File: src/rtl/sem_err_pkg.sv
package sem_err_pkg;

   localparam int CODE_W = 3;
   localparam int REC_W  = 32;

   typedef enum logic [CODE_W-1:0] {
      ERR_NONE        = 3'd0,
      ERR_FREE_REL    = 3'd1,
      ERR_FOREIGN_REL = 3'd2,
      ERR_REACQUIRE   = 3'd3,
      ERR_DOUBLE_REQ  = 3'd4
   } err_code_e;

   function automatic logic code_is_legal(input logic [CODE_W-1:0] c);
      return (c >= ERR_FREE_REL) && (c <= ERR_DOUBLE_REQ);
   endfunction

endpackage

File: src/rtl/sem_err_pick.sv
module sem_err_pick #(
   parameter int NUM_SEM = 32,
   parameter int SEM_W   = $clog2(NUM_SEM)
) (
   input  logic [NUM_SEM-1:0] qual,
   output logic               pick_valid,
   output logic [SEM_W-1:0]   pick_idx
);

   always_comb begin
      pick_idx = '0;
      for (int i = NUM_SEM - 1; i >= 0; i--) begin
         if (qual[i]) pick_idx = SEM_W'(i);
      end
   end

   assign pick_valid = |qual;

   always_comb begin
      if (pick_valid) begin
         AST_PICK_IS_REQUESTER: assert (qual[pick_idx]);
      end
   end

endmodule

File: src/rtl/sem_err_record.sv
module sem_err_record
   import sem_err_pkg::*;
#(
   parameter int SEM_W = 5,
   parameter int MID_W = 8
) (
   input  logic              clk,
   input  logic              rst_n,
   input  logic              cap_req,
   input  logic [CODE_W-1:0] cap_code,
   input  logic [SEM_W-1:0]  cap_sem,
   input  logic [MID_W-1:0]  cap_mid,
   input  logic              clr,
   output logic              accepted,
   output logic [CODE_W-1:0] rec_code,
   output logic [SEM_W-1:0]  rec_sem,
   output logic [MID_W-1:0]  rec_mid
);

   logic empty;

   assign empty    = (rec_code == ERR_NONE);
   assign accepted = cap_req && empty && !clr;

   always_ff @(posedge clk or negedge rst_n) begin
      if (!rst_n) begin
         rec_code <= ERR_NONE;
         rec_sem  <= '0;
         rec_mid  <= '0;
      end else if (clr) begin
         rec_code <= ERR_NONE;
         rec_sem  <= '0;
         rec_mid  <= '0;
      end else if (accepted) begin
         rec_code <= cap_code;
         rec_sem  <= cap_sem;
         rec_mid  <= cap_mid;
      end
   end

   AST_FIRST_KEPT: assert property (@(posedge clk) disable iff (!rst_n)
      (!empty && !clr) |=> ($stable(rec_code) && $stable(rec_sem) && $stable(rec_mid)));

   AST_CLEAR_ZEROES: assert property (@(posedge clk) disable iff (!rst_n)
      clr |=> (rec_code == ERR_NONE && rec_sem == '0 && rec_mid == '0));

endmodule

File: src/rtl/sem_err_irq.sv
module sem_err_irq #(
   parameter int NUM_MST = 3,
   parameter int MID_W   = 8
) (
   input  logic               clk,
   input  logic               rst_n,
   input  logic               fire,
   input  logic [MID_W-1:0]   fire_mid,
   input  logic               rearm,
   output logic [NUM_MST-1:0] irq
);

   logic [NUM_MST-1:0] armed;

   for (genvar m = 0; m < NUM_MST; m++) begin : g_line
      logic hit;
      assign hit = fire && (fire_mid == MID_W'(m));

      always_ff @(posedge clk or negedge rst_n) begin
         if (!rst_n) begin
            armed[m] <= 1'b1;
            irq[m]   <= 1'b0;
         end else begin
            irq[m] <= hit && armed[m];
            if (hit)        armed[m] <= 1'b0;
            else if (rearm) armed[m] <= 1'b1;
         end
      end

      AST_SINGLE_PULSE: assert property (@(posedge clk) disable iff (!rst_n)
         irq[m] |=> !irq[m]);

      AST_DISARMED_SILENT: assert property (@(posedge clk) disable iff (!rst_n)
         (!armed[m] && !rearm) |=> !irq[m]);
   end

endmodule

File: src/rtl/sem_err_capture.sv
module sem_err_capture
   import sem_err_pkg::*;
#(
   parameter int               NUM_SEM   = 32,
   parameter int               NUM_MST   = 3,
   parameter int               MID_W     = 8,
   parameter int               ADDR_W    = 11,
   parameter logic [ADDR_W-1:0] REC_OFS  = 11'h500,
   parameter logic [ADDR_W-1:0] CLR_OFS  = 11'h504,
   parameter logic [ADDR_W-1:0] EOI_OFS  = 11'h00C,
   parameter logic [7:0]       REARM_ALL = 8'h10
) (
   input  logic                     clk,
   input  logic                     rst_n,
   input  logic [NUM_SEM-1:0]       ev_valid,
   input  logic [NUM_SEM*3-1:0]     ev_code,
   input  logic [NUM_SEM*MID_W-1:0] ev_mid,
   input  logic                     bus_wr,
   input  logic [ADDR_W-1:0]        bus_addr,
   input  logic [31:0]              bus_wdata,
   output logic [31:0]              bus_rdata,
   output logic [NUM_MST-1:0]       err_irq
);

   localparam int SEM_W   = $clog2(NUM_SEM);
   localparam int SEM_LSB = CODE_W;
   localparam int MID_LSB = 8;

   if (NUM_SEM < 2 || SEM_W > MID_LSB - SEM_LSB) begin : g_bad_sem
      $error("sem_err_capture: NUM_SEM must be 2..32");
   end
   if (MID_W < 1 || MID_W > 8) begin : g_bad_mid
      $error("sem_err_capture: MID_W must be 1..8");
   end
   if (NUM_MST < 1 || NUM_MST > (1 << MID_W)) begin : g_bad_mst
      $error("sem_err_capture: NUM_MST does not fit MID_W");
   end

   logic [NUM_SEM-1:0] qual;
   logic               pick_valid;
   logic [SEM_W-1:0]   pick_idx;
   logic [CODE_W-1:0]  pick_code;
   logic [MID_W-1:0]   pick_mid;
   logic               clr_hit, rearm_hit, accepted;
   logic [CODE_W-1:0]  rec_code;
   logic [SEM_W-1:0]   rec_sem;
   logic [MID_W-1:0]   rec_mid;
   logic [REC_W-1:0]   rec_word;

   for (genvar s = 0; s < NUM_SEM; s++) begin : g_qual
      assign qual[s] = ev_valid[s] && code_is_legal(ev_code[s*CODE_W +: CODE_W]);
   end

   sem_err_pick #(.NUM_SEM(NUM_SEM), .SEM_W(SEM_W)) u_pick (
      .qual       (qual),
      .pick_valid (pick_valid),
      .pick_idx   (pick_idx)
   );

   assign pick_code = ev_code[int'(pick_idx)*CODE_W +: CODE_W];
   assign pick_mid  = ev_mid[int'(pick_idx)*MID_W +: MID_W];

   assign clr_hit   = bus_wr && (bus_addr == CLR_OFS);
   assign rearm_hit = bus_wr && (bus_addr == EOI_OFS) && (bus_wdata[7:0] == REARM_ALL);

   sem_err_record #(.SEM_W(SEM_W), .MID_W(MID_W)) u_rec (
      .clk      (clk),
      .rst_n    (rst_n),
      .cap_req  (pick_valid),
      .cap_code (pick_code),
      .cap_sem  (pick_idx),
      .cap_mid  (pick_mid),
      .clr      (clr_hit),
      .accepted (accepted),
      .rec_code (rec_code),
      .rec_sem  (rec_sem),
      .rec_mid  (rec_mid)
   );

   sem_err_irq #(.NUM_MST(NUM_MST), .MID_W(MID_W)) u_irq (
      .clk      (clk),
      .rst_n    (rst_n),
      .fire     (accepted),
      .fire_mid (pick_mid),
      .rearm    (rearm_hit),
      .irq      (err_irq)
   );

   always_comb begin
      rec_word                    = '0;
      rec_word[CODE_W-1:0]        = rec_code;
      rec_word[SEM_LSB +: SEM_W]  = rec_sem;
      rec_word[MID_LSB +: MID_W]  = rec_mid;
   end

   assign bus_rdata = (bus_addr == REC_OFS) ? rec_word : '0;

   AST_ONE_LINE: assert property (@(posedge clk) disable iff (!rst_n)
      $onehot0(err_irq));

   for (genvar m = 0; m < NUM_MST; m++) begin : g_chk
      AST_LINE_MATCHES_RECORD: assert property (@(posedge clk) disable iff (!rst_n)
         err_irq[m] |-> (rec_mid == MID_W'(m) && rec_code != ERR_NONE));
   end

endmodule

File: config.mk
export PLATFORM = sky130hd
export DESIGN_NAME = sem_err_capture
export DESIGN_NICKNAME = d
export VERILOG_FILES = /design/src/rtl/sem_err_pkg.sv /design/src/rtl/sem_err_pick.sv /design/src/rtl/sem_err_record.sv /design/src/rtl/sem_err_irq.sv /design/src/rtl/sem_err_capture.sv
export SDC_FILE = /design/constraint.sdc
export NUM_CORES = 1
export LEC_CHECK = 0
export ABC_CLOCK_PERIOD_IN_PS = 2100
export BUFFER_PORTS_ARGS = -buffer_cell sky130_fd_sc_hd__clkbuf_2
export CELL_PAD_IN_SITES_DETAIL_PLACEMENT = 0
export CELL_PAD_IN_SITES_GLOBAL_PLACEMENT = 1
export CORE_AREA = 5 5 178 180
export CTS_CLUSTER_SIZE = 12
export DETAILED_ROUTE_END_ITERATION = 8
export DIE_AREA = 0 0 183 185
export GPL_TIMING_DRIVEN = 0
export PLACE_DENSITY = 0.73
export SETUP_SLACK_MARGIN = 0.02
export SYNTH_ARGS = -nofsm -noshare
export SYNTH_HDL_FRONTEND = slang
export SYNTH_SLANG_ARGS = --single-unit
File: constraint.sdc
create_clock -name clk -period 2.1 [get_ports clk]
set_input_delay 0 -clock clk [delete_from_list [all_inputs] [get_ports clk]]
set_output_delay 0 -clock clk [all_outputs]
set_load 0.1 [all_outputs]
* Yosys cells after proc, flatten, opt, wreduce, memory -nomap -nowiden
Index checks and enable logic that the tools add are counted.
** Cells by class
- Add/sub/neg operators :: 0
- Multipliers :: 1
- Div/mod/pow operators :: 0
- $lt $le $gt $ge :: 64
- Equal/unequal tests :: 6
- Shift operators :: 2
- Multiplexer cells :: 43
- Bitwise logic cells :: 0
- Reduce and logical (&&, ||, !) cells :: 83
** Operator list (number)
- $shiftx 256x9->8 :: 1
- $mux 5 :: 34
- $ge 3x1->1 const B :: 32
- $le 3x3->1 const B :: 32
- $shiftx 96x8->3 :: 1
- $logic_and 1x1->1 :: 75
- $reduce_or 32->1 :: 1
- $eq 11x11->1 const B :: 2
- $mux 16 :: 1
- $mux 8 :: 2
- $eq 11x4->1 const B :: 1
- $eq 8x1->1 const B :: 1
- $eq 8x2->1 const B :: 1
- $eq 8x5->1 const B :: 1
- $logic_not 8->1 :: 1
- $reduce_bool 2->1 :: 4
- $mul 5x2->7 const B :: 1
- $mux 3 :: 2
- $mux 1 :: 4
- $logic_not 3->1 :: 1
- $logic_not 1->1 :: 1
** Word-level totals
- Bits in registers :: 22
- Bits in latches :: 0
- RAM bits :: 0
- Bits in read-only memories :: 0
- Bits of input ports :: 430
- Output and inout bits :: 35
- Logic and storage cells :: 208
- Memories :: 0

* Depth between registers and ports, before layout
Gate-level depths: netlist of the first run.
- Depth in word-level cells :: 39
- Gate-level depth with buffers :: 17
- Depth with buffers taken out :: 12

* Modules after synthesis
Synthesis of the first run repeated with hierarchy kept, for this count alone.
** Second synthesis, totals
- Cells, all modules :: 690
- Area, all modules :: 5485.3 um^2
** By module, submodules not included
- sem_err_capture :: instances 1, cells an instance 534, area each 4038.9 um^2, seq. area each 0.0 um^2
- sem_err_record :: instances 1, cells an instance 71, area each 809.5 um^2, seq. area each 400.4 um^2
- sem_err_pick :: instances 1, cells an instance 65, area each 385.4 um^2, seq. area each 0.0 um^2
- sem_err_irq :: instances 1, cells an instance 20, area each 251.5 um^2, seq. area each 153.9 um^2

* Worst setup path after synthesis of the first run
No wires, ideal clock.
- Kind :: input port to flip-flop
- Start point :: in ev_code[49]
- End point :: reg u_irq.irq[2]
- Setup time :: 0.067 ns
- Arrival time :: 3.131 ns
- Required time :: 2.033 ns
- Setup slack :: -1.097 ns
- Stages :: 12
- Buffers on the path :: 0
- Cell sequence :: or3_1 > and3_1 > or3_1 > a211oi_2 > a211oi_2 > nor2_4 > mux4_1 > a211oi_2 > nand4_1 > a2111oi_2 > nor4b_2 > and3_1
** On the way
- Word-level cells in the longest chain between the ends :: 24
- Elaborated cells between the ends (all ways) :: 28
- Those cells by class :: 2 x order compare; 1 x eq/ne; 1 x shift; 17 x mux; 7 x reduce/logical
** Ends and longest elaborated chain
- start, declared :: RTL line sem_err_capture.sv:16 : input logic [NUM_SEM*3-1:0] ev_code,
- $ge 3x1->1 or $le 3x3->1 (tied branches) :: RTL line sem_err_pkg.sv:15 : return (c >= ERR_FREE_REL) && (c <= ERR_DOUBLE_REQ);
- $logic_and 1x1->1 * :: RTL line sem_err_pkg.sv:15
- $logic_and 1x1->1 * :: RTL line sem_err_capture.sv:51 : assign qual[s] = ev_valid[s] && code_is_legal(ev_code[s*CODE_W +: CODE_W]);
- $mux 5 (17 in a row) :: RTL line sem_err_pick.sv:13 : if (qual[i]) pick_idx = SEM_W'(i);
- $shiftx 256x9->8 :: RTL line sem_err_capture.sv:61 : assign pick_mid = ev_mid[int'(pick_idx)*MID_W +: MID_W];
- $eq 8x2->1 :: RTL line sem_err_irq.sv:17 : assign hit = fire && (fire_mid == MID_W'(m));
- $logic_and 1x1->1 * :: RTL line sem_err_irq.sv:17
- $logic_and 1x1->1 * :: RTL line sem_err_irq.sv:24 : irq[m] <= hit && armed[m];
- end signal, assigned by index :: RTL line sem_err_irq.sv:24
- end, declared :: RTL line sem_err_irq.sv:10 : output logic [NUM_MST-1:0] irq
Every way passes the cells marked *; elsewhere a longest branch is shown, timed or not.
A chain may end at the register's enable or synchronous reset.

* Worst setup path after layout of the first run
- Start point :: in ev_code[55]
- End point :: reg u_irq.irq[2]
** On the way
- Word-level cells in the longest chain between the ends :: 26
- Elaborated cells between the ends (all ways) :: 30
- Those cells by class :: 2 x order compare; 1 x eq/ne; 1 x shift; 19 x mux; 7 x reduce/logical
** Ends and longest elaborated chain (RTL line)
- $ge 3x1->1 or $le 3x3->1 (tied branches) :: sem_err_pkg.sv:15
- $logic_and 1x1->1 * :: sem_err_pkg.sv:15
- $logic_and 1x1->1 * :: sem_err_capture.sv:51
- $mux 5 (19 in a row) :: sem_err_pick.sv:13
- $shiftx 256x9->8 :: sem_err_capture.sv:61
- $eq 8x2->1 :: sem_err_irq.sv:17
- $logic_and 1x1->1 * :: sem_err_irq.sv:17
- $logic_and 1x1->1 * :: sem_err_irq.sv:24
Marks and branches as above.

==> impl_metrics.py, run 1 <==
metrics = {
    "run_status": {
        "status": "finished with violations",
        "violations": "negative setup slack",
    },
    "power_and_ir_drop": {
        "switching_share": 0.453,
        "pwr-share-comb": 0.794,
        "p_switching_uw": 2330,
        "p_int_uw": 2810,
        "p_leak_uw": 0.00508,
        "power_density_nw_per_um2": 473,
        "p_clk_frac": 0.105,
        "power_frac_seq": 0.101,
        "vdd_ir_drop_max_mv": 0.196,
    },
    "synthesis": {
        "synth_edf_count": 0,
        "synth_compound_area_frac": 0.209,
        "synth_top_area_share": 0.216,
        "async_flop_share": 1.00,
        "ys_seq_elements": 22,
        "synthCells": 793,
        "ys_types": 81,
        "yosys_most_used_dff": "dfrtp_1",
        "syn_area_um2": 5930,
        "yosysSeqAreaShare": 0.0934,
        "synth.avg_cell_area_um2": 7.48,
        "synthAdderAreaFrac": 0,
        "synth_mux_area_frac": 0.303,
        "ys_top_cells_by_area": "mux2i_1 22%, dfrtp_1 8.0%, nand2_1 5.5%",
        "synth_area_leader_cell": "mux2i_1",
        "synthSimpleGateAreaFrac": 0.324,
        "synthXorXnorAreaFrac": 0,
        "synth_top_family_by_area": "simple AND/OR/NAND/NOR gates",
        "yosys_warnings": 0,
    },
    "grt": {
        "grt_antenna_before_repair": 2,
        "grtUsageTotal": 0.218,
        "grt_pass1_vias": 8815,
        "grt_pass1_wl_um": 55200,
        "gr-total-overflow": 0,
        "grt_max_degree": 23,
    },
    "critical_path": {
        "crit_start": "ev_code[55]",
        "arrival_ns": 3.65,
        "r2r_slack_ns": -0.12,
        "critPathKind": "in -> reg",
        "worst-path-max-fanout": 3,
        "end_kind": "flip-flop",
        "crit_path_start_kind": "primary input",
        "required_ns": 2.30,
        "reg2reg_depth": 5,
        "r2r-end": "u_irq.irq[2]$_DFF_PN0_",
        "setup.worst_path.end": "u_irq.irq[2]$_DFF_PN0_",
        "r2r-start": "u_rec.rec_code[2]$_DFFE_PN0P_",
    },
    "route": {
        "ant_nets": 0,
        "routed_wl_um": 40500,
        "drtIter0Drc": 561,
        "drt_pass1_iterations": 5,
        "drc_errors": 0,
        "dr_total_vias": 8652,
        "wl_per_cell_um": 23.7,
        "vias_per_cell": 5.06,
    },
    "floorplanning": {
        "fp.dieArea_um2": 33900,
        "io_pins": 465,
        "coreArea_um2": 30000,
        "rows": 64,
        "die_w_um": 183,
        "start_util": 0.198,
        "dieHeight_um": 185,
    },
    "layout": {
        "final_util": 0.362,
        "layout_commonest_cell": "clkbuf_2",
        "final_layout_size_suffix_gt1_frac": 0.576,
        "final_cell_mix": "411 x clkbuf_2, 113 x mux2i_1, 81 x nand2_1",
        "fin_nets": 1743,
        "area_growth_syn_to_layout_pct": 83.3,
    },
    "sta": {
        "hold_violations": 0,
        "fin_skew_ns": 0.00270,
        "fin_ws_ns": -1.35,
        "finalCritPeriodShare": 1.64,
        "worst_slew_pin_slew_ns": 0.923,
        "setup_viol": 22,
        "max_slew_margin": 0.385,
        "rsz0062_at_grt": "true",
        "drv_slew": 0,
        "fin_tns_setup_ns": -19.66,
        "fmax_ghz": 0.290,
        "min_period_ns": 3.45,
    },
    "min_path": {
        "hp-class": "in -> reg",
    },
    "cts": {
        "cts_made_buffers": 3,
        "cts_sinks": 22,
        "path_clk_slew_ns": 0.06,
        "cts_tree": "yes",
        "root_buffer": "clkbuf_16",
        "clk_latency_ns": 0.26,
        "cts_htree_levels": 1,
        "clock_path_buffers": 2,
    },
    "placed_design": {
        "place_congestion": 0.847,
        "dp_slack_ns": -2.36,
        "numPortBuffers": 424,
        "dpl.hpwl_um": 33800,
    },
    "flow_run": {
        "timing.max_cap.violations": 0,
    },
}
-- cell usage after synthesis (5+ instances only) --
cell,instances
mux2i_1,128
nand2_1,87
o21ai_0,55
nand3_1,53
nor2_1,45
and2_1,31
and3_1,29
or3_1,28
nor3_1,27
buf_4,24
a21oi_1,23
dfrtp_1,19
buf_2,18
clkbuf_1,17
nor4_1,15
mux4_2,14
mux2_2,12
a211oi_1,11
a31oi_1,10
nor2b_1,10
o22ai_1,9
nand4_1,7
o211ai_1,6
buf_6,5
or4_1,5
-- flip-flops by register name (all words and copies together), names as in the netlist --
signal and cells:
u_rec.rec_mid 8, u_irq.irq 3, u_rec.rec_sem 5, u_rec.rec_code 3, u_irq.armed 3
-- stage by stage --
step	total power, uW	hold slack, ns	instance area [um^2]	cells
finish	5140	0.147	10900	1710
global route	5400	0.154	10900	1710
CTS	4770	0.149	10200	1677
detailed placement	3590	0.0286	8920	1628
global placement	3580	0.0115	8910	1628
floorplan	2400	-0.296	6290	808
-- routing by layer --
metal | vias up | track usage | routed length [um]
li1 | 4076 | - | -
met2 | 399 | 0.370 | 19400
met4 | 0 | 0.0575 | 1060
met3 | 53 | 0.0397 | 3000
met1 | 4124 | 0.285 | 17000
met5 | - | 0 | 0
-- worst min path at each step --
stage | start | end | cells past startpoint
floorplan | rst_n | u_irq.irq[0]$_DFF_PN0_ | 0
global placement | rst_n | u_irq.irq[2]$_DFF_PN0_ | 1
detailed placement | rst_n | u_irq.irq[2]$_DFF_PN0_ | 1
CTS | bus_wdata[2] | u_irq.armed[2]$_DFFE_PN1P_ | 6
global route | bus_wdata[2] | u_irq.armed[2]$_DFFE_PN1P_ | 6
finish | bus_wdata[0] | u_irq.armed[2]$_DFFE_PN1P_ | 6
-- layout make-up --
type                    count  area (um^2)
inverters                   4         15.0
diodes                      2         5.00
fillers                  3282        19100
flip-flops and latches     22          554
repair buffers            504         2980
clock buffers               3         75.1
multi-input cells         716         6010
clock inverters             1         30.0
plain buffers              62          719
well taps                 396          495
-- power by group through the flow --
stage	logic (uW)	registers [uW]	clock network, uW
after floorplan	1890	510	0
after global placement	3050	522	0
after detailed placement	3070	524	0
after CTS	3710	516	546
after global routing	4300	522	570
final	4080	518	542
-- worst max-delay path, stage by stage --
cell       delay [ns]
clkbuf_2         0.12
nor2_4           0.14
mux2_4           0.34
or3_4            0.40
a211oi_4         0.22
a211oi_4         0.14
nor2_4           0.13
buf_6            0.11
mux4_2           0.53
a211oi_4         0.32
nand4_1          0.25
a2111oi_4        0.44
nor4b_4          0.28
and3_4           0.22
-- cell families (layout without fill, tap and decap cells) --
group / after synthesis / count (layout)
buffers and inverters: 70 / 574
other: 1 / 18
AND/OR/NAND/NOR: 363 / 363
AO/OA/AOI/OAI: 180 / 180
flip-flops: 22 / 22
multiplexers: 157 / 157
-- what timing repair did --
item                       CTS  global route
hold endpoints to repair    19             0
resized for setup          176            76
setup endpoints to repair   38            32
pin swaps                   35            34
cloned                       3             0
buffers inserted            44            35
hold buffers                 1             0
(Power assumes the default switching activity.)
==> run 2, diff against run 1 <==
--- a/config.mk
+++ b/config.mk
@@ -5,6 +5,7 @@
 export SDC_FILE = /design/constraint.sdc
 export NUM_CORES = 1
 export LEC_CHECK = 0
+export ABC_AREA = 1
 export ABC_CLOCK_PERIOD_IN_PS = 2100
 export BUFFER_PORTS_ARGS = -buffer_cell sky130_fd_sc_hd__clkbuf_2
 export CELL_PAD_IN_SITES_DETAIL_PLACEMENT = 0
@@ -14,8 +15,10 @@
 export DETAILED_ROUTE_END_ITERATION = 8
 export DIE_AREA = 0 0 183 185
 export GPL_TIMING_DRIVEN = 0
-export PLACE_DENSITY = 0.73
+export PLACE_DENSITY = 0.81
 export SETUP_SLACK_MARGIN = 0.02
+export SKIP_LAST_GASP = 1
 export SYNTH_ARGS = -nofsm -noshare
 export SYNTH_HDL_FRONTEND = slang
+export SYNTH_HIERARCHICAL = 1
 export SYNTH_SLANG_ARGS = --single-unit
==> run 2 against run 1 <==
  * The run still ends with negative setup slack left
  * Cell area decreased by 8.7%
  * Count of clock-buffer cells in the layout grew 1
  * Sequential power is 34% higher
  * Largest power group unchanged
  * Largest cell class unchanged
  * Die area unchanged
  * Fmax decreased by 9.9%
  * Via count up 16%
  * Area after synthesis is 3.0% higher
==> impl_metrics.py, run 2 <==
metrics = {
    "run_status": {
        "status": "finished with violations",
        "violations": "negative setup slack",
    },
    "synthesis": {
        "synth_edf_count": 0,
        "yosys_warnings": 6,
        "ys_types": 35,
        "synthCells": 1253,
        "synth_commonest_cells": "596 x nand2_1, 276 x nand3_1, 76 x nor2_1",
        "async_flop_share": 1.00,
        "syn_area_um2": 6110,
        "yosys_most_used_dff": "dfrtp_1",
        "yosysSeqAreaShare": 0.0907,
        "ys_top_cells_by_area": "nand2_1 37%, nand3_1 23%, dfrtp_1 7.8%",
        "ys_seq_elements": 22,
        "yosysMostFrequentCell": "nand2_1",
        "synth_area_leader_cell": "nand2_1",
        "synth.avg_cell_area_um2": 4.88,
        "synth_top_area_share": 0.366,
    },
    "layout": {
        "largest_reg_flops": 8,
        "final_layout_size_suffix_gt1_frac": 0.403,
        "fin_nets": 2152,
        "area_growth_syn_to_layout_pct": 62.6,
        "final_util": 0.331,
        "final_cell_mix": "542 x nand2_1, 422 x clkbuf_2, 226 x nand3_1",
        "finalInstanceArea_um2": 9930,
        "regMostFlops": "u_rec/rec_mid",
        "largestRegisters": "u_rec/rec_mid x8, u_rec/rec_sem x5",
        "num-fill-cells": 3533,
        "layout_commonest_cell": "nand2_1",
    },
    "sta": {
        "max_slew_margin": 0.315,
        "fin_ws_ns": -1.73,
        "setup_viol": 18,
        "min_period_ns": 3.83,
        "fin_tns_setup_ns": -25.99,
        "finalHoldWorstSlack_ns": 0.131,
        "drv_slew": 0,
        "fmax_ghz": 0.261,
        "finalCritPeriodShare": 1.82,
        "rsz0062_at_grt": "true",
        "fin_skew_ns": 0.00461,
        "hold_violations": 0,
        "worst_slew_pin_slew_ns": 1.03,
    },
    "power_and_ir_drop": {
        "vdd_ir_drop_max_mv": 0.348,
        "power_density_nw_per_um2": 527,
        "p_leak_uw": 0.00559,
    },
    "route": {
        "wl_per_cell_um": 20.0,
        "drtIter0Drc": 649,
        "dr_total_vias": 10000,
        "ant_nets": 0,
        "drc_errors": 0,
        "vias_per_cell": 4.74,
        "drt_pass1_iterations": 5,
        "routed_wl_um": 42500,
    },
    "min_path": {
        "hp-start": "bus_addr[3]",
        "min_to": "u_irq/armed[0]$_DFFE_PN1P_",
        "hp-class": "in -> reg",
        "min_path_cells": 5,
    },
    "grt": {
        "gr-total-overflow": 0,
        "grt_pass1_wl_um": 59000,
        "grt_pass1_vias": 9738,
        "grt_max_degree": 23,
        "grtUsageTotal": 0.230,
        "grt_antenna_before_repair": 0,
    },
    "floorplanning": {
        "start_util": 0.203,
        "fp.dieArea_um2": 33900,
        "rows": 64,
        "dieHeight_um": 185,
        "coreArea_um2": 30000,
        "io_pins": 465,
        "die_w_um": 183,
    },
    "cts": {
        "cts_made_buffers": 3,
        "cts_htree_levels": 1,
        "path_clk_slew_ns": 0.06,
        "cts_tree": "yes",
        "cts_sinks": 22,
        "root_buffer": "clkbuf_16",
        "clock_path_buffers": 2,
        "clk_latency_ns": 0.25,
    },
    "critical_path": {
        "r2r_slack_ns": 0.55,
        "r2r-end": "u_irq/irq[0]$_DFF_PN0_",
        "required_ns": 2.28,
        "worst-path-max-fanout": 10,
        "crit_path_start_kind": "primary input",
        "end_kind": "flip-flop",
        "critPathKind": "in -> reg",
        "reg2reg_depth": 8,
        "r2r-start": "u_rec/rec_code[1]$_DFFE_PN0P_",
        "arrival_ns": 4.01,
    },
    "placed_design": {
        "numPortBuffers": 424,
        "place_area_um2": 8830,
        "place_congestion": 0.948,
        "dp_slack_ns": -2.47,
        "dpl.hpwl_um": 35300,
    },
    "flow_run": {
        "timing.max_cap.violations": 0,
    },
}
==> run 2: cell types whose count changed after synthesis, moves of 12 or more <==
cell / change
o21ai_0: -23
nand2_1: +509
nand3_1: +223
inv_1: +55
and3_1: -29
nor2_1: +31
a21oi_1: -18
or3_1: -28
mux2_2: -12
mux4_2: -14
buf_2: +15
and2_1: -31
mux2i_1: -128
==> run 2: how the worst max path moves through the flow <==
stage                      from                endpoint  depth (start not counted)
floorplan           ev_code[87]  u_irq/irq[0]$_DFF_PN0_                         50
detailed placement  ev_code[90]  u_irq/irq[0]$_DFF_PN0_                         32
finish              ev_code[81]  u_irq/irq[2]$_DFF_PN0_                         22
CTS                 ev_code[81]  u_irq/irq[0]$_DFF_PN0_                         22
global placement    ev_code[90]  u_irq/irq[0]$_DFF_PN0_                         32
global route        ev_code[72]  u_irq/irq[2]$_DFF_PN0_                         46
==> run 2: cell type report <==
type	instances	area [um^2]	share of cell area
buffer	96	920	0.0926
multi-input combinational	1082	5150	0.519
tap	396	495	0.0499
clock buffer	4	78.8	0.00794
antenna	2	5.00	0.000504
timing repair buffer	449	2430	0.245
inverter	68	293	0.0295
sequential	22	554	0.0558
==> run 2: logic make-up after synthesis <==
| family | share of synthesized area |
|---|---|
| flops | 0.0907 |
| compound gates | 0.0399 |
| simple gates | 0.715 |
| other cells | 0.000614 |
| buf+inv | 0.153 |
==> run 2: stage by stage <==
step	cells	total power (uW)
2_1_floorplan	1268	2760
3_3_place_gp	2088	4220
3_5_place_dp	2088	4230
4_1_cts	2104	5040
5_1_grt	2117	5630
6_report	2119	5230
==> run 2: report_power, final <==
part           internal (uW)  leakage [uW]  switching, uW
Combinational           1600       0.00528           2540
Clock                    259     0.0000382            146
Sequential               566      0.000269            126
Total                   2420       0.00559           2810
==> run 2: layer usage <==
metal / track usage / wire (um)
met3: 0.0259 / 2700
met2: 0.415 / 20700
met5: 0 / 0
met4: 0.0486 / 877
met1: 0.297 / 18200
==> run 2: critical path, cell delays in order <==
cell and delay, ns:
clkbuf_2 0.10, nor3_1 0.22, nor2_2 0.10, nor4_2 0.54, a21oi_1 0.13, nor2_1 0.18
o21bai_1 0.10, a31oi_1 0.30, buf_4 0.28, clkinv_1 0.47, clkbuf_1 0.44, nand3_1 0.22
nand2_2 0.08, nand2_1 0.07, nand2_2 0.07, nand2_2 0.07, nand2_2 0.07, nor2_2 0.11
nand2_2 0.10, nor2_4 0.16, nand2_1 0.07, nor2_1 0.10
==> run 2: repair_timing <==
item,4_1_cts,5_1_grt
hold buffers,1,0
gates resized for setup,141,69
endpoints found under the hold margin,19,0
endpoints found under the setup margin,19,22
setup buffers,9,12
cloned,2,1
pin swaps,28,52
==> run 3, diff against run 2 <==
--- a/config.mk
+++ b/config.mk
@@ -15,6 +15,7 @@
 export DETAILED_ROUTE_END_ITERATION = 8
 export DIE_AREA = 0 0 183 185
 export GPL_TIMING_DRIVEN = 0
+export MAX_ROUTING_LAYER = met4
 export PLACE_DENSITY = 0.81
 export SETUP_SLACK_MARGIN = 0.02
 export SKIP_LAST_GASP = 1
==> run 3 against run 2 <==
  * The flow still finishes with violations (negative setup slack)
  * Count of clock-buffer cells in the layout down 1
  * Cell area down 1.9%
  * Via count down 0.18%
  * Fmax up 0.32%
  * Register-to-register slack worse by 0.02 ns
  * Hold slack better by 0.00068 ns
  * Cell count down 0.66%
  * Critical path depth up 29
  * Die area unchanged
  * Core utilization down 0.63 points
  * Non-clock buffer count down 14
  * First-iteration DRC count down 8.5%
  * Critical endpoint is now u_irq/irq[0]$_DFF_PN0_
==> impl_metrics.py, run 3 (same netlist as run 2, synthesis figures left out) <==
metrics = {
    "sta": {
        "min_period_ns": 3.81,
        "drv_slew": 0,
        "max_slew_margin": 0.371,
        "fin_skew_ns": 0.00573,
        "rsz0062_at_grt": "true",
        "setup_viol": 18,
        "finalCritPeriodShare": 1.82,
        "hold_violations": 0,
        "worst_slew_pin_slew_ns": 0.943,
        "fmax_ghz": 0.262,
        "fin_ws_ns": -1.71,
    },
    "run_status": {
        "violations": "negative setup slack",
        "status": "finished with violations",
    },
    "layout": {
        "layout_commonest_cell": "nand2_1",
        "regMostFlops": "u_rec/rec_mid",
        "multi_input_area_um2": 5120,
        "finalInstanceArea_um2": 9740,
        "final_layout_size_suffix_gt1_frac": 0.392,
        "final_util": 0.324,
        "num-fill-cells": 3555,
        "final_cell_mix": "539 x nand2_1, 423 x clkbuf_2, 230 x nand3_1",
        "fin_nets": 2138,
        "ff_latch_area_um2": 554,
        "largestRegisters": "u_rec/rec_mid x8, u_rec/rec_sem x5",
        "area_growth_syn_to_layout_pct": 59.5,
        "largest_reg_flops": 8,
    },
    "grt": {
        "grtUsageTotal": 0.236,
        "grt_antenna_before_repair": 1,
        "gr-total-overflow": 0,
        "grt_pass1_wl_um": 59000,
        "grt_max_degree": 23,
        "grt_pass1_vias": 9847,
    },
    "critical_path": {
        "max_stage_delay_ns": 0.20,
        "crit_start": "ev_code[93]",
        "r2r-start": "u_rec/rec_code[1]$_DFFE_PN0P_",
        "slowest_stage": "a21oi_4",
        "required_ns": 2.28,
        "worst-path-max-fanout": 7,
        "arrival_ns": 4.00,
        "crit_path_start_kind": "primary input",
        "critPathKind": "in -> reg",
        "end_kind": "flip-flop",
        "crit_top_cell": "nand2_1",
    },
    "min_path": {
        "hp-start": "bus_addr[3]",
        "hp-class": "in -> reg",
    },
    "placed_design": {
        "numPortBuffers": 424,
        "place_area_um2": 8830,
        "place_congestion": 0.926,
        "dpl.hpwl_um": 35500,
    },
    "power_and_ir_drop": {
        "p_leak_uw": 0.00550,
        "vdd_ir_drop_max_mv": 0.339,
        "p_total_uw": 5210,
        "power_density_nw_per_um2": 535,
    },
    "floorplanning": {
        "dieHeight_um": 185,
        "coreArea_um2": 30000,
        "die_w_um": 183,
        "fp.dieArea_um2": 33900,
        "io_pins": 465,
        "rows": 64,
        "start_util": 0.203,
    },
    "route": {
        "vias_per_cell": 4.76,
        "wl_per_cell_um": 20.1,
        "dr_total_vias": 10000,
        "drt_pass1_iterations": 5,
        "drc_errors": 0,
        "routed_wl_um": 42300,
        "drtIter0Drc": 594,
        "ant_nets": 0,
    },
    "cts": {
        "clock_path_buffers": 2,
        "path_clk_slew_ns": 0.06,
        "clk_latency_ns": 0.26,
        "cts_tree": "yes",
        "root_buffer": "clkbuf_16",
        "cts_made_buffers": 3,
        "cts_sinks": 22,
        "cts_htree_levels": 1,
    },
    "flow_run": {
        "timing.max_cap.violations": 0,
    },
}
run 3: worst max-delay path: cells and delay by family:
kind                   cells  cell delay (ns)
AND/OR/NAND/NOR           44             3.02
AO/OA/AOI/OAI              2             0.32
buffers and inverters      5             0.65
run 3: through the flow:
stage,TNS [ns],cells,setup WS (ns),hold slack (ns)
final,-26.22,2105,-1.71,0.131
after global routing,-32.37,2104,-2.04,0.194
after CTS,-24.56,2095,-1.64,0.145
after detailed placement,-37.09,2088,-2.43,0.0285
after global placement,-35.83,2088,-2.34,0.0358
after floorplan,-12.84,1268,-0.947,-0.296
run 3: final timing paths:
kind	endpoint	slack, ns	depth (start not counted)
setup / recovery	u_irq/irq[0]$_DFF_PN0_	-1.71	51
hold / removal	u_irq/armed[0]$_DFFE_PN1P_	0.13	5
setup reg to reg	u_irq/irq[1]$_DFF_PN0_	0.53	8
hold reg to reg	u_irq/irq[2]$_DFF_PN0_	0.48	2
max in group asynchronous	u_rec/rec_code[2]$_DFFE_PN0P_	1.41	2
min in group asynchronous	u_rec/rec_mid[0]$_DFFE_PN0P_	0.30	2
run 3: what timing repair did:
| item | CTS | global route |
|---|---|---|
| hold buffers | 1 | 0 |
| pin swaps | 16 | 34 |
| gates cloned | 0 | 4 |
| endpoints found under the setup margin | 18 | 22 |
| buffers inserted | 2 | 4 |
| endpoints found under the hold margin | 19 | 0 |
| gates resized for setup | 77 | 107 |
run 3: area by class of cell:
cell class              count  area share
well taps                 396      0.0509
diodes                      2    0.000514
repair buffers            435       0.235
plain buffers              96      0.0898
flip-flops and latches     22      0.0569
multi-input cells        1082       0.526
inverters                  68      0.0301
clock inverters             1     0.00308
clock buffers               3     0.00771
run 3: routing by layer:
metal	routed length [um]	global-route usage
met3	2370	0.0190
met4	1330	0.0557
met1	18100	0.295
met5	0	-
met2	20500	0.413
run 3: power breakdown:
group	internal, uW	switching [uW]	total, uW
Sequential	566	127	693
Clock	378	157	535
Combinational	1490	2490	3980
Total	2440	2770	5210
